File: src/rtl/prio_intc_pkg.sv
package prio_intc_pkg;
    localparam int NLINES = 8;
    localparam int IDX_W  = $clog2(NLINES);
    localparam int VEC_W  = 8;
    localparam int BASE_W = VEC_W - IDX_W;

    typedef enum logic [1:0] {
        CFG_MASK = 2'b00,
        CFG_BASE = 2'b01,
        CFG_EOI  = 2'b10,
        CFG_NOP  = 2'b11
    } cfg_sel_e;

    typedef struct packed {
        logic             found;
        logic [IDX_W-1:0] idx;
    } pick_t;

    function automatic logic [NLINES-1:0] line_bit(input logic [IDX_W-1:0] i);
        return NLINES'(1) << i;
    endfunction
endpackage

File: src/rtl/intc_pick.sv
module intc_pick #(
    parameter int WIDTH = 8,
    localparam int IW   = $clog2(WIDTH)
) (
    input  logic [WIDTH-1:0] bits,
    output logic             found,
    output logic [IW-1:0]    idx
);
    // lowest set index wins: scan downward so the last hit is the smallest
    always_comb begin
        found = 1'b0;
        idx   = '0;
        for (int i = WIDTH - 1; i >= 0; i--) begin
            if (bits[i]) begin
                found = 1'b1;
                idx   = IW'(i);
            end
        end
    end
endmodule

File: src/rtl/intc_req_latch.sv
module intc_req_latch #(
    parameter int WIDTH = 8
) (
    input  logic             clk,
    input  logic             rst,
    input  logic [WIDTH-1:0] irq,
    input  logic [WIDTH-1:0] clr,
    output logic [WIDTH-1:0] req
);
    logic [WIDTH-1:0] irq_q;
    logic [WIDTH-1:0] rise;

    assign rise = irq & ~irq_q;

    always_ff @(posedge clk) begin
        if (rst) begin
            irq_q <= '0;
            req   <= '0;
        end else begin
            irq_q <= irq;
            req   <= (req & ~clr) | rise;
        end
    end

    generate
        for (genvar g = 0; g < WIDTH; g++) begin : g_chk
            // a sampled rising edge always leaves the request pending
            a_r2_edge_latches: assert property (@(posedge clk) disable iff (rst)
                (irq[g] && !irq_q[g]) |=> req[g]);
            // no request appears without an edge
            a_r2_no_spurious_req: assert property (@(posedge clk) disable iff (rst)
                (!req[g] && !(irq[g] && !irq_q[g])) |=> !req[g]);
        end
    endgenerate
endmodule

File: src/rtl/intc_service.sv
module intc_service
    import prio_intc_pkg::*;
(
    input  logic              clk,
    input  logic              rst,
    input  logic              grant,
    input  logic [IDX_W-1:0]  grant_idx,
    input  logic              eoi,
    input  logic [BASE_W-1:0] base,
    output logic [NLINES-1:0] isr,
    output pick_t             isr_top,
    output logic [VEC_W-1:0]  vec_out,
    output logic              vec_valid
);
    logic [NLINES-1:0] set_mask;
    logic [NLINES-1:0] clr_mask;

    intc_pick #(.WIDTH(NLINES)) u_top (
        .bits  (isr),
        .found (isr_top.found),
        .idx   (isr_top.idx)
    );

    assign set_mask = grant ? line_bit(grant_idx) : '0;
    assign clr_mask = (eoi && isr_top.found) ? line_bit(isr_top.idx) : '0;

    always_ff @(posedge clk) begin
        if (rst) begin
            isr       <= '0;
            vec_out   <= '0;
            vec_valid <= 1'b0;
        end else begin
            isr       <= (isr & ~clr_mask) | set_mask;
            vec_valid <= grant;
            vec_out   <= grant ? {base, grant_idx} : '0;
        end
    end

    // vector appears only right after an accepted acknowledge
    a_r4_vec_after_grant: assert property (@(posedge clk) disable iff (rst)
        vec_valid |-> $past(grant));
    // idle vector output is zero
    a_r4_vec_zero_idle: assert property (@(posedge clk) disable iff (rst)
        !vec_valid |-> (vec_out == '0));
    // a grant adds exactly one in-service line
    a_r10_grant_sets_isr: assert property (@(posedge clk) disable iff (rst)
        (grant && !eoi) |=> ($countones(isr) == $past($countones(isr)) + 1));
    // end-of-interrupt retires exactly one line when any is in service
    a_r8_eoi_clears_one: assert property (@(posedge clk) disable iff (rst)
        (eoi && !grant && (isr != '0)) |=> ($countones(isr) == $past($countones(isr)) - 1));
endmodule

File: src/rtl/prio_intc.sv
module prio_intc
    import prio_intc_pkg::*;
(
    input  logic       clk,
    input  logic       rst,
    input  logic [7:0] irq_in,
    input  logic       cfg_we,
    input  logic [1:0] cfg_sel,
    input  logic [7:0] cfg_wdata,
    input  logic       ack_in,
    output logic       int_out,
    output logic [7:0] vec_out,
    output logic       vec_valid
);
    logic [NLINES-1:0] mask_q;
    logic [BASE_W-1:0] base_q;
    logic [NLINES-1:0] req;
    logic [NLINES-1:0] pend;
    logic [NLINES-1:0] clr;
    logic [NLINES-1:0] isr;
    pick_t             best;
    pick_t             isr_top;
    cfg_sel_e          sel;
    logic              grant;
    logic              eoi;

    assign sel = cfg_sel_e'(cfg_sel);
    assign eoi = cfg_we && (sel == CFG_EOI);

    always_ff @(posedge clk) begin
        if (rst) begin
            mask_q <= '0;
            base_q <= '0;
        end else if (cfg_we) begin
            case (sel)
                CFG_MASK: mask_q <= cfg_wdata[NLINES-1:0];
                CFG_BASE: base_q <= cfg_wdata[VEC_W-1:IDX_W];
                default:  ;
            endcase
        end
    end

    intc_req_latch #(.WIDTH(NLINES)) u_req (
        .clk (clk),
        .rst (rst),
        .irq (irq_in),
        .clr (clr),
        .req (req)
    );

    assign pend = req & ~mask_q;

    intc_pick #(.WIDTH(NLINES)) u_best (
        .bits  (pend),
        .found (best.found),
        .idx   (best.idx)
    );

    assign int_out = best.found && (!isr_top.found || (best.idx < isr_top.idx));
    assign grant   = ack_in && int_out;
    assign clr     = grant ? line_bit(best.idx) : '0;

    intc_service u_svc (
        .clk       (clk),
        .rst       (rst),
        .grant     (grant),
        .grant_idx (best.idx),
        .eoi       (eoi),
        .base      (base_q),
        .isr       (isr),
        .isr_top   (isr_top),
        .vec_out   (vec_out),
        .vec_valid (vec_valid)
    );

    // the interrupt output needs an unmasked latched request
    a_r6_int_needs_unmasked: assert property (@(posedge clk) disable iff (rst)
        int_out |-> ((req & ~mask_q) != '0));
    // acknowledge with interrupt low leaves no vector behind
    a_r5_stray_ack_ignored: assert property (@(posedge clk) disable iff (rst)
        (ack_in && !int_out) |=> !vec_valid);
    // the granted line stops pending
    a_r10_grant_clears_req: assert property (@(posedge clk) disable iff (rst)
        grant |=> ((req & $past(clr)) == '0) || ((irq_in & $past(clr)) != '0));
endmodule

File: config.mk
export PLATFORM = sky130hd
export DESIGN_NAME = prio_intc
export DESIGN_NICKNAME = d
export VERILOG_FILES = /design/src/rtl/prio_intc_pkg.sv /design/src/rtl/intc_pick.sv /design/src/rtl/intc_req_latch.sv /design/src/rtl/intc_service.sv /design/src/rtl/prio_intc.sv
export SDC_FILE = /design/constraint.sdc
export NUM_CORES = 1
export LEC_CHECK = 0
export BUFFER_PORTS_ARGS = -buffer_cell sky130_fd_sc_hd__buf_4
export CORE_MARGIN = 4
export CORE_UTILIZATION = 38
export CTS_BUF_LIST = sky130_fd_sc_hd__clkbuf_4 sky130_fd_sc_hd__clkbuf_8
export CTS_CLUSTER_SIZE = 25
export DETAILED_ROUTE_END_ITERATION = 6
export GPL_ROUTABILITY_DRIVEN = 1
export HOLD_SLACK_MARGIN = 0.12
export RECOVER_POWER = 50
export REMOVE_ABC_BUFFERS = 1
export SYNTH_ARGS = -nofsm -noshare
export SYNTH_HDL_FRONTEND = slang
export SYNTH_HIERARCHICAL = 1
export SYNTH_SLANG_ARGS = --single-unit
File: constraint.sdc
create_clock -name clk -period 5.6 [get_ports clk]
set_input_delay 1.12 -clock clk [delete_from_list [all_inputs] [get_ports clk]]
set_output_delay 1.12 -clock clk [all_outputs]
set_load 0.01 [all_outputs]
== Word-level counts from Yosys, hierarchy flattened ==
Cells that the tools add are included.

* Bitwise gates (word level): 11
* $lt $le $gt $ge: 1
* Shift-type cells: 2
* Equal/unequal tests: 2
* Reductions and logical operators: 10
* Multiplexer cells: 34

{| class="wikitable"
|+ Operators with widths
! kind !! count
|-
| $mux 3 || 16
|-
| $and 8x8->8 || 4
|-
| $not 8->8 || 4
|-
| $mux 1 || 16
|-
| $mux 8 || 2
|-
| $or 8x8->8 || 2
|-
| $shl 1x3->8 const A || 2
|-
| $logic_and 1x1->1 || 4
|-
| $reduce_and 2->1 || 2
|-
| $lt 3x3->1 || 1
|-
| $eq 2x1->1 const B || 1
|-
| $eq 2x2->1 const B || 1
|-
| $logic_not 2->1 || 1
|-
| $reduce_or 2->1 || 1
|-
| $logic_not 1->1 || 1
|-
| $logic_or 1x1->1 || 1
|-
| $not 1->1 || 1
|}

* Register bits: 46
* Bits of input ports: 22
* Word-level logic and storage cells: 67
* Output and inout bits: 10

== Longest topological paths before layout ==
Gate-level depths: netlist of run 1.

* Depth after elaboration: 18
* Gate-level depth with buffers: 11
* Depth with buffers taken out: 11

== Cells and area by module ==
The synthesis of run 1 kept the hierarchy.

{| class="wikitable"
|+ By module, submodules not included
! module !! area an instance (µm²) !! seq. area each (µm²) !! cells each !! times used
|-
| prio_intc || 709.4 || 260.2 || 82 || 1
|-
| intc_service || 615.6 || 340.3 || 61 || 1
|-
| intc_req_latch || 564.3 || 320.3 || 49 || 1
|-
| intc_pick || 80.1 || 0.0 || 13 || 2
|}

== Worst setup path after synthesis of run 1 ==
No wires, ideal clock.

* Path kind: reg-to-output
* Start: reg u_req.req[5]
* End: out int_out
* Required time: 4.480 ns
* Arrival: 1.896 ns
* Path slack: 2.584 ns
* Buffers on the path: 0
* Cell stages (with the launch flop): 9
* Cells stage by stage: dfxtp_1 > nor2b_1 > nor2_1 > o21ai_0 > a211oi_1 > ha_1 > inv_1 > o211ai_1 > nand2_1

{| class="wikitable"
|+ RTL lines
! element !! line !! source
|-
| start: declaration || intc_req_latch.sv:8 || <nowiki>output logic [WIDTH-1:0] req</nowiki>
|-
| start signal: assignment || intc_req_latch.sv:21 || <nowiki>req <= (req & ~clr) | rise;</nowiki>
|-
| end: declaration || prio_intc.sv:11 || <nowiki>output logic int_out,</nowiki>
|}

==> results of run 1 <==
==> registers in the layout, indices dropped and copies added (netlist names) <==
signal and count:
mask_q 8, u_req/irq_q 8, u_req/req 8, u_svc/isr 8, u_svc/vec_out 8, base_q 5, u_svc/vec_valid 1
==> per-stage QoR <==
step / util (%) / hold WS (ps)
5_1_grt: 46.8 / 478
4_1_cts: 47.5 / 465
2_1_floorplan: - / 430
3_5_place_dp: 45.3 / 447
6_report: 46.8 / 462
3_3_place_gp: 45.3 / 443
==> final timing paths <==
check / to / cells past startpoint
worst max register to register: u_svc/vec_out[2] / 9
worst min register to register: u_svc/vec_out[5] / 1
worst min-delay path: u_svc/vec_out[5] / 1
worst max-delay path: int_out / 8
==> cell families (layout without fill, tap and decap cells) <==
kind of cell             count (synthesis)  count (layout)
AND/OR/NAND/NOR                         99              99
AO/OA/AOI/OAI                           47              47
adder cells (fa/ha/maj)                  2               2
multiplexers                            13              13
flip-flops                              46              46
buffers and inverters                   11              47
==> metal layers <==
| layer | up-vias | track usage, % |
|---|---|---|
| met5 | - | 0 |
| met4 | 0 | 4.56 |
| met3 | 4 | 3.29 |
| met2 | 39 | 20.0 |
| met1 | 680 | 16.8 |
| li1 | 818 | - |
==> cell type report <==
class,instances,share of cell area [%]
Sequential cell,46,38.1
Clock buffer,5,2.85
Tap cell,70,3.62
Timing Repair Buffer,33,8.69
Inverter,6,0.931
Multi-Input combinational cell,161,44.0
Clock inverter,3,1.81
==> cells in the final DEF (no fill, tap or decap), types with 4 or more instances in the layout <==
master / count
clkbuf_8: 5
dfxtp_1: 46
nor2_1: 20
and2_1: 8
nand3_1: 7
nand2b_1: 18
clkbuf_1: 10
a21oi_1: 17
mux2i_1: 13
and2b_1: 9
inv_1: 6
nand2_1: 9
nor2b_1: 14
buf_4: 23
o21ai_1: 5
a21oi_2: 9
o21ai_0: 4
==> power groups by stage <==
stage,clock network (mW),logic (mW),registers (mW)
6_report,0.243,0.181,0.358
5_1_grt,0.264,0.205,0.361
4_1_cts,0.252,0.185,0.358
3_5_place_dp,0,0.185,0.366
3_3_place_gp,0,0.182,0.366
2_1_floorplan,0,0.122,0.365
==> flow_metrics.py, run 1 <==
metrics = {
    "status": {
        "run_status": "complete, but fails checks",
        "violations": "max-capacitance violations, max-slew violations",
    },
    "cells_and_area": {
        "diodes": 0,
        "layout.nets": 277,
        "layout.cells.non_filler": 324,
        "regArea_um2": 921,
        "multi_input_area_um2": 1060,
        "final_area_um2": 2420,
        "drive_gt1_share_pct": 19.3,
        "fillers": 516,
        "area.growth.synth_to_final_pct": 18.0,
    },
    "yosys": {
        "ys_ff_latch": 46,
        "netlist_area_um2": 2050,
        "ys_async_sr_fraction_pct": 0,
        "synth_edf_count": 0,
        "synth.area.mux_share_pct": 6.35,
        "synth_flop_cell": "dfxtp_1",
        "synth.most_common_cell": "dfxtp_1",
        "yosys.area_share.simple_pct": 29.3,
        "synth.top_cells.by_count": "dfxtp_1, nor2_1, nand2b_1, a21oi_1, nor2b_1",
        "ys.warnings.count": 6,
        "ys_seq_area_share_pct": 44.9,
        "avgSynthCellArea_um2": 9.40,
        "synthTopCellsByArea": "dfxtp_1, mux2i_1, nand2b_1",
        "syn_inst": 218,
        "synth-xor-area-share_pct": 0,
        "synth_area_leader_cell": "dfxtp_1",
        "synth_fa_ha_area_share_pct": 1.22,
        "synth_compound_area_share_pct": 15.1,
        "yosys.area.top_type_share_pct": 44.9,
        "yosys.cell_types.count": 36,
        "synth_top_family_by_area": "simple AND/OR/NAND/NOR gates",
    },
    "die": {
        "boundaryPins": 32,
        "die_h_um": 81.4,
        "core_area_um2": 5170,
        "placementRows": 26,
        "dieArea_um2": 6630,
        "floorplan.initialDensity_pct": 39.6,
        "die_w_um": 81.4,
    },
    "placed_design": {
        "placed_area_um2": 2340,
        "dp_cells": 316,
        "dp_hpwl_um": 2960,
        "pre_cts_ws_ps": 2100,
        "io_buffers": 31,
        "place_congestion": 0.764,
    },
    "power_and_ir_drop": {
        "power.internal_mw": 0.557,
        "p_leak_nw": 0.982,
        "switching_power_mw": 0.225,
        "peakVddDrop_v": 0.000186,
        "finalPower_mw": 0.782,
        "pwr-share-clk_pct": 31.0,
        "p_per_area_nw_per_um2": 323,
        "p_comb_share_pct": 23.2,
        "sw_frac_of_total_pct": 28.8,
        "pwr-share-seq_pct": 45.8,
    },
    "cts": {
        "clkTransAtPathRegs_ps": 80,
        "cts_tree": "done",
        "clk_latency_ps": 290,
        "cts_inserted_buffers": 5,
        "ctsLongestPathBuffers": 2,
        "clock_sinks": 46,
        "hold_buffers": 0,
        "post_cts.repair.setup_buffers": 0,
        "post_cts_resized": 0,
        "h-tree-depth": 2,
        "root_buffer": "clkbuf_8",
    },
    "setup_path": {
        "cp_max_fo": 11,
        "rrSetupSlack_ps": 2070,
        "worstSetupStartpointType": "flop",
        "required_ps": 4480,
        "r2r-start": "u_req/req[7]",
        "crit_type": "flop to output port",
        "path_cells": "nor2b_1 -> o21ai_0 -> a211oi_1 -> ha_1 -> inv_1 -> o211ai_1 -> nand2_1 -> buf_4",
        "cp_slowest_cell": "a211oi_1",
        "critPathTopFamily": "compound AO/OA/AOI/OAI gates",
        "crit_buf_inv": 2,
        "endpoint_kind": "output port",
        "crit_arrival_ps": 2720,
        "cpPeakStageDelay_ps": 980,
        "crit_start": "u_req/req[7]",
    },
    "hold_path": {
        "holdCritPathClass": "flop to flop",
        "hp-start": "base_q[2]",
    },
    "timing": {
        "finalSetupTns_ps": 0,
        "worstMarginPinSlew_ps": 1840,
        "rsz0062_at_grt": "no",
        "slew_headroom_pct": -22.9,
        "period_share_pct": 68.6,
        "setup_viol": 0,
        "hold_violations": 0,
        "fin_crit_ps": 3840,
        "fin_skew_ps": 4.81,
        "setup_slack_ps": 1760,
        "max_freq_mhz": 260,
        "slew_violations": 39,
    },
    "routing": {
        "via_per_inst": 4.76,
        "drt-total-wl_um": 3920,
        "drtIter0Drc": 69,
        "dr_wl_met2_um": 1740,
        "wl_met3_um": 267,
        "highest_layer": "met4",
        "drt-pass1-iter-count": 4,
        "num_vias": 1541,
        "antenna_left": 0,
        "wl_met1_um": 1870,
        "wire_per_inst_um": 12.1,
        "drc_errors": 0,
    },
    "global_routing": {
        "antenna_found_initial": 0,
        "track_usage_pct": 12.7,
        "grt_max_degree": 39,
        "grt_first_pass_wirelength_um": 6510,
        "grt_pass1_vias": 1387,
        "grt_overflow": 0,
    },
    "job": {
        "drv_cap": 1,
    },
}
No activity file was read; power rests on OpenSTA's default activity.
==> run 2: changes to the inputs <==
Clock period 5.6 ns to 3.3 ns, I/O delays scaled along.
==> flow_metrics.py, run 2 (synthesis gave the netlist of run 1 again) <==
metrics = {
    "status": {
        "run_status": "complete, but fails checks",
        "violations": "max-capacitance violations, max-slew violations",
    },
    "global_routing": {
        "grt_max_degree": 39,
        "grt_pass1_vias": 1450,
        "grt_first_pass_wirelength_um": 6490,
        "grt_overflow": 0,
        "antenna_found_initial": 0,
        "track_usage_pct": 12.7,
    },
    "cells_and_area": {
        "layout.nets": 281,
        "drive_gt1_share_pct": 20.5,
        "final_area_um2": 2430,
        "fillers": 527,
        "layout_commonest_cell": "dfxtp_1",
        "layout.cells.non_filler": 328,
        "utilization_pct": 46.9,
        "diodes": 0,
        "mostFrequentLayoutCells": "dfxtp_1, buf_4, nor2_1",
        "area.growth.synth_to_final_pct": 18.4,
    },
    "hold_path": {
        "holdCritPathClass": "flop to flop",
    },
    "die": {
        "floorplan.initialDensity_pct": 39.6,
        "die_w_um": 81.4,
        "dieArea_um2": 6630,
        "die_h_um": 81.4,
        "placementRows": 26,
        "core_area_um2": 5170,
        "boundaryPins": 32,
    },
    "setup_path": {
        "crit_arrival_ps": 2270,
        "r2r-start": "u_req/req[5]",
        "required_ps": 2640,
        "endpoint_kind": "output port",
        "r2r_end": "u_svc/vec_out[4]",
        "endpoint": "int_out",
        "crit_start": "u_req/req[5]",
        "crit_type": "flop to output port",
        "rrSetupSlack_ps": 600,
        "worst_r2r_path_depth": 11,
        "cp_max_fo": 10,
        "worstSetupStartpointType": "flop",
    },
    "routing": {
        "drtIter0Drc": 63,
        "drt-pass1-iter-count": 4,
        "via_per_inst": 4.78,
        "drc_errors": 0,
        "drt-total-wl_um": 3900,
        "num_vias": 1568,
        "antenna_left": 0,
        "wire_per_inst_um": 11.9,
    },
    "placed_design": {
        "pre_cts_ws_ps": 591,
        "place_congestion": 0.808,
        "placed_area_um2": 2370,
        "dp_hpwl_um": 2930,
        "dp_cells": 320,
        "io_buffers": 31,
    },
    "cts": {
        "hold_buffers": 0,
        "ctsLongestPathBuffers": 2,
        "cts_inserted_buffers": 5,
        "post_cts.repair.setup_buffers": 0,
        "cts_tree": "done",
        "clkTransAtPathRegs_ps": 80,
        "clock_sinks": 46,
        "root_buffer": "clkbuf_8",
        "clk_latency_ps": 290,
        "h-tree-depth": 2,
        "post_cts_resized": 0,
    },
    "timing": {
        "setup_viol": 0,
        "slew_violations": 39,
        "period_share_pct": 88.9,
        "hold_violations": 0,
        "max_freq_mhz": 341,
        "fin_crit_ps": 2930,
        "finalSetupTns_ps": 0,
        "setup_slack_ps": 367,
        "whs_ps": 462,
        "fin_skew_ps": 3.00,
        "rsz0062_at_grt": "no",
        "worstMarginPinSlew_ps": 1860,
        "slew_headroom_pct": -24.1,
    },
    "job": {
        "drv_cap": 1,
    },
    "power_and_ir_drop": {
        "finalPower_mw": 1.27,
        "p_per_area_nw_per_um2": 522,
        "p_leak_nw": 0.988,
        "peakVddDrop_v": 0.000205,
    },
}
[run 2: final cells by class]
type / instances / area, µm² / area share, %
Multi-Input combinational cell: 161 / 1060 / 43.9
Sequential cell: 46 / 921 / 38.0
Timing Repair Buffer: 37 / 240 / 9.90
Tap cell: 70 / 87.6 / 3.61
Clock buffer: 5 / 68.8 / 2.84
Inverter: 6 / 22.5 / 0.928
Clock inverter: 3 / 21.3 / 0.877
[run 2: worst min-delay path by stage]
| stage | start | to | depth (start not counted) | slack (ps) |
|---|---|---|---|---|
| finish | base_q[0] | u_svc/vec_out[3] | 1 | 460 |
| global route | base_q[3] | u_svc/vec_out[6] | 1 | 490 |
| CTS | base_q[0] | u_svc/vec_out[3] | 1 | 460 |
| detailed placement | base_q[0] | u_svc/vec_out[3] | 1 | 440 |
| global placement | base_q[0] | u_svc/vec_out[3] | 1 | 440 |
| floorplan | base_q[0] | u_svc/vec_out[3] | 1 | 430 |
[run 2: power by group]
part	internal, mW	total, mW	switching [mW]	leakage [nW]
logic	0.142	0.321	0.179	0.567
clock network	0.149	0.339	0.190	0.0441
registers	0.589	0.608	0.0191	0.377
[run 2: critical path, cell delays in order, from the launching register on]
cell	delay, ps
dfxtp_1	320
nor2b_1	150
nor4_1	360
nor2b_1	80
buf_4	170
ha_1	290
o21ai_0	290
nand2_1	110
nand2_1	90
buf_4	120
[run 2: per-layer routing]
layer | share of wire (%) | track usage [%] | up-vias
met5 | 0 | 0 | -
li1 | - | - | 827
met1 | 47 | 16.2 | 694
met3 | 6.8 | 3.84 | 7
met4 | 1.0 | 4.05 | 0
met2 | 45 | 20.4 | 40
==> run 3: changes to the inputs <==
Settings changed: CORE_UTILIZATION 38 to 35.
==> flow_metrics.py, run 3 (synthesis gave the netlist of run 1 again) <==
metrics = {
    "cts": {
        "ctsLongestPathBuffers": 2,
        "post_cts.repair.setup_buffers": 0,
        "clk_latency_ps": 300,
        "h-tree-depth": 2,
        "post_cts_resized": 0,
        "root_buffer": "clkbuf_8",
        "hold_buffers": 0,
        "clkTransAtPathRegs_ps": 90,
        "clock_sinks": 46,
        "cts_tree": "done",
        "cts_inserted_buffers": 5,
    },
    "placed_design": {
        "place_congestion": 0.813,
        "dp_hpwl_um": 3050,
        "io_buffers": 31,
    },
    "setup_path": {
        "crit_start": "u_req/req[5]",
        "cp_max_fo": 10,
        "required_ps": 2640,
        "worstSetupStartpointType": "flop",
        "r2r-start": "u_req/req[5]",
        "crit_arrival_ps": 2270,
        "crit_type": "flop to output port",
        "endpoint_kind": "output port",
    },
    "die": {
        "floorplan.initialDensity_pct": 36.5,
        "die_w_um": 84.5,
        "dieArea_um2": 7140,
        "boundaryPins": 32,
        "core_area_um2": 5610,
        "placementRows": 27,
        "die_h_um": 84.5,
    },
    "timing": {
        "hold_violations": 0,
        "rsz0062_at_grt": "no",
        "fin_skew_ps": 4.76,
        "setup_viol": 0,
        "max_freq_mhz": 341,
        "fin_crit_ps": 2930,
        "worstMarginPinSlew_ps": 1820,
        "finalSetupTns_ps": 0,
        "period_share_pct": 88.8,
        "whs_ps": 461,
        "slew_headroom_pct": -21.7,
        "slew_violations": 39,
    },
    "power_and_ir_drop": {
        "switching_power_mw": 0.387,
        "p_leak_nw": 1.00,
        "pwr-share-clk_pct": 30.9,
        "peakVddDrop_v": 0.000289,
        "p_per_area_nw_per_um2": 549,
        "p_comb_share_pct": 23.8,
        "pwr-share-seq_pct": 45.2,
        "power.internal_mw": 0.958,
        "sw_frac_of_total_pct": 28.8,
    },
    "routing": {
        "drt-pass1-iter-count": 4,
        "drtIter0Drc": 71,
        "via_per_inst": 4.81,
        "antenna_left": 0,
        "num_vias": 1586,
        "drt-total-wl_um": 3970,
        "drc_errors": 0,
        "wire_per_inst_um": 12.0,
    },
    "global_routing": {
        "grt_pass1_vias": 1603,
        "track_usage_pct": 12.0,
        "grt_overflow": 0,
        "grt_first_pass_wirelength_um": 7050,
        "antenna_found_initial": 0,
        "grt_max_degree": 39,
    },
    "status": {
        "run_status": "complete, but fails checks",
        "violations": "max-capacitance violations, max-slew violations",
    },
    "cells_and_area": {
        "diodes": 0,
        "fillers": 587,
        "layout_commonest_cell": "dfxtp_1",
        "layout.nets": 281,
        "drive_gt1_share_pct": 20.5,
        "mostFrequentLayoutCells": "dfxtp_1, buf_4, nor2_1",
        "area.growth.synth_to_final_pct": 19.6,
    },
    "job": {
        "drv_cap": 1,
    },
    "hold_path": {
        "holdCritPathClass": "flop to flop",
        "hp-start": "base_q[0]",
    },
}
==> run 3: changes by cell type in the layout (fill, tap and decap cells not counted), sizes merged <==
cell | before | now
inv | 6 | 7
clkinvlp | 1 | 0
clkinv | 2 | 1
bufinv | 0 | 1
==> run 3: layout make-up <==
cell class	instances	area (µm²)	area share [%]
clock buffer	5	68.8	2.81
sequential	46	921	37.6
timing repair buffer	37	240	9.80
multi-input combinational	161	1060	43.4
clock inverter	3	43.8	1.79
tap	72	90.1	3.68
inverter	6	22.5	0.919
==> run 3: routing by layer <==
metal | up-vias | global-route usage [%] | part of all wire [%]
li1 | 826 | - | -
met1 | 717 | 15.5 | 49
met2 | 38 | 19.1 | 44
met3 | 5 | 3.34 | 5.0
met4 | 0 | 4.75 | 1.2
met5 | - | 0 | 0
==> run 3: final timing paths <==
| kind | endpoint | slack, ps | depth (start not counted) |
|---|---|---|---|
| min | u_svc/vec_out[3] | 460 | 1 |
| min reg2reg | u_svc/vec_out[3] | 460 | 1 |
| max reg2reg | u_svc/vec_out[5] | 560 | 11 |
| max | int_out | 370 | 9 |
==> run 3: critical path: stages (launching register included) <==
cell and delay, ps:
dfxtp_1 320, nor2b_1 150, nor4_1 350, nor2b_1 90, buf_4 170, ha_1 280, o21ai_0 300, nand2_1 110
nand2_1 90, buf_4 120
==> run 3: power by group through the flow <==
stage	sequential, mW	clock, mW	combinational (mW)
after global routing	0.613	0.460	0.362
after global placement	0.621	0	0.323
after detailed placement	0.622	0	0.326
after floorplan	0.619	0	0.207
after CTS	0.609	0.436	0.327
final	0.608	0.416	0.320
==> run 3: metrics by stage <==
| stage | total power, mW | area (µm²) | setup WS [ps] | cells | util (%) |
|---|---|---|---|---|---|
| after floorplan | 0.827 | 2010 | 582 | 213 | - |
| after CTS | 1.37 | 2490 | 331 | 330 | 44.4 |
| after detailed placement | 0.948 | 2380 | 567 | 322 | 42.4 |
| final | 1.34 | 2450 | 370 | 330 | 43.7 |
| after global placement | 0.944 | 2380 | 648 | 322 | 42.4 |
| after global routing | 1.44 | 2450 | 79.5 | 330 | 43.7 |
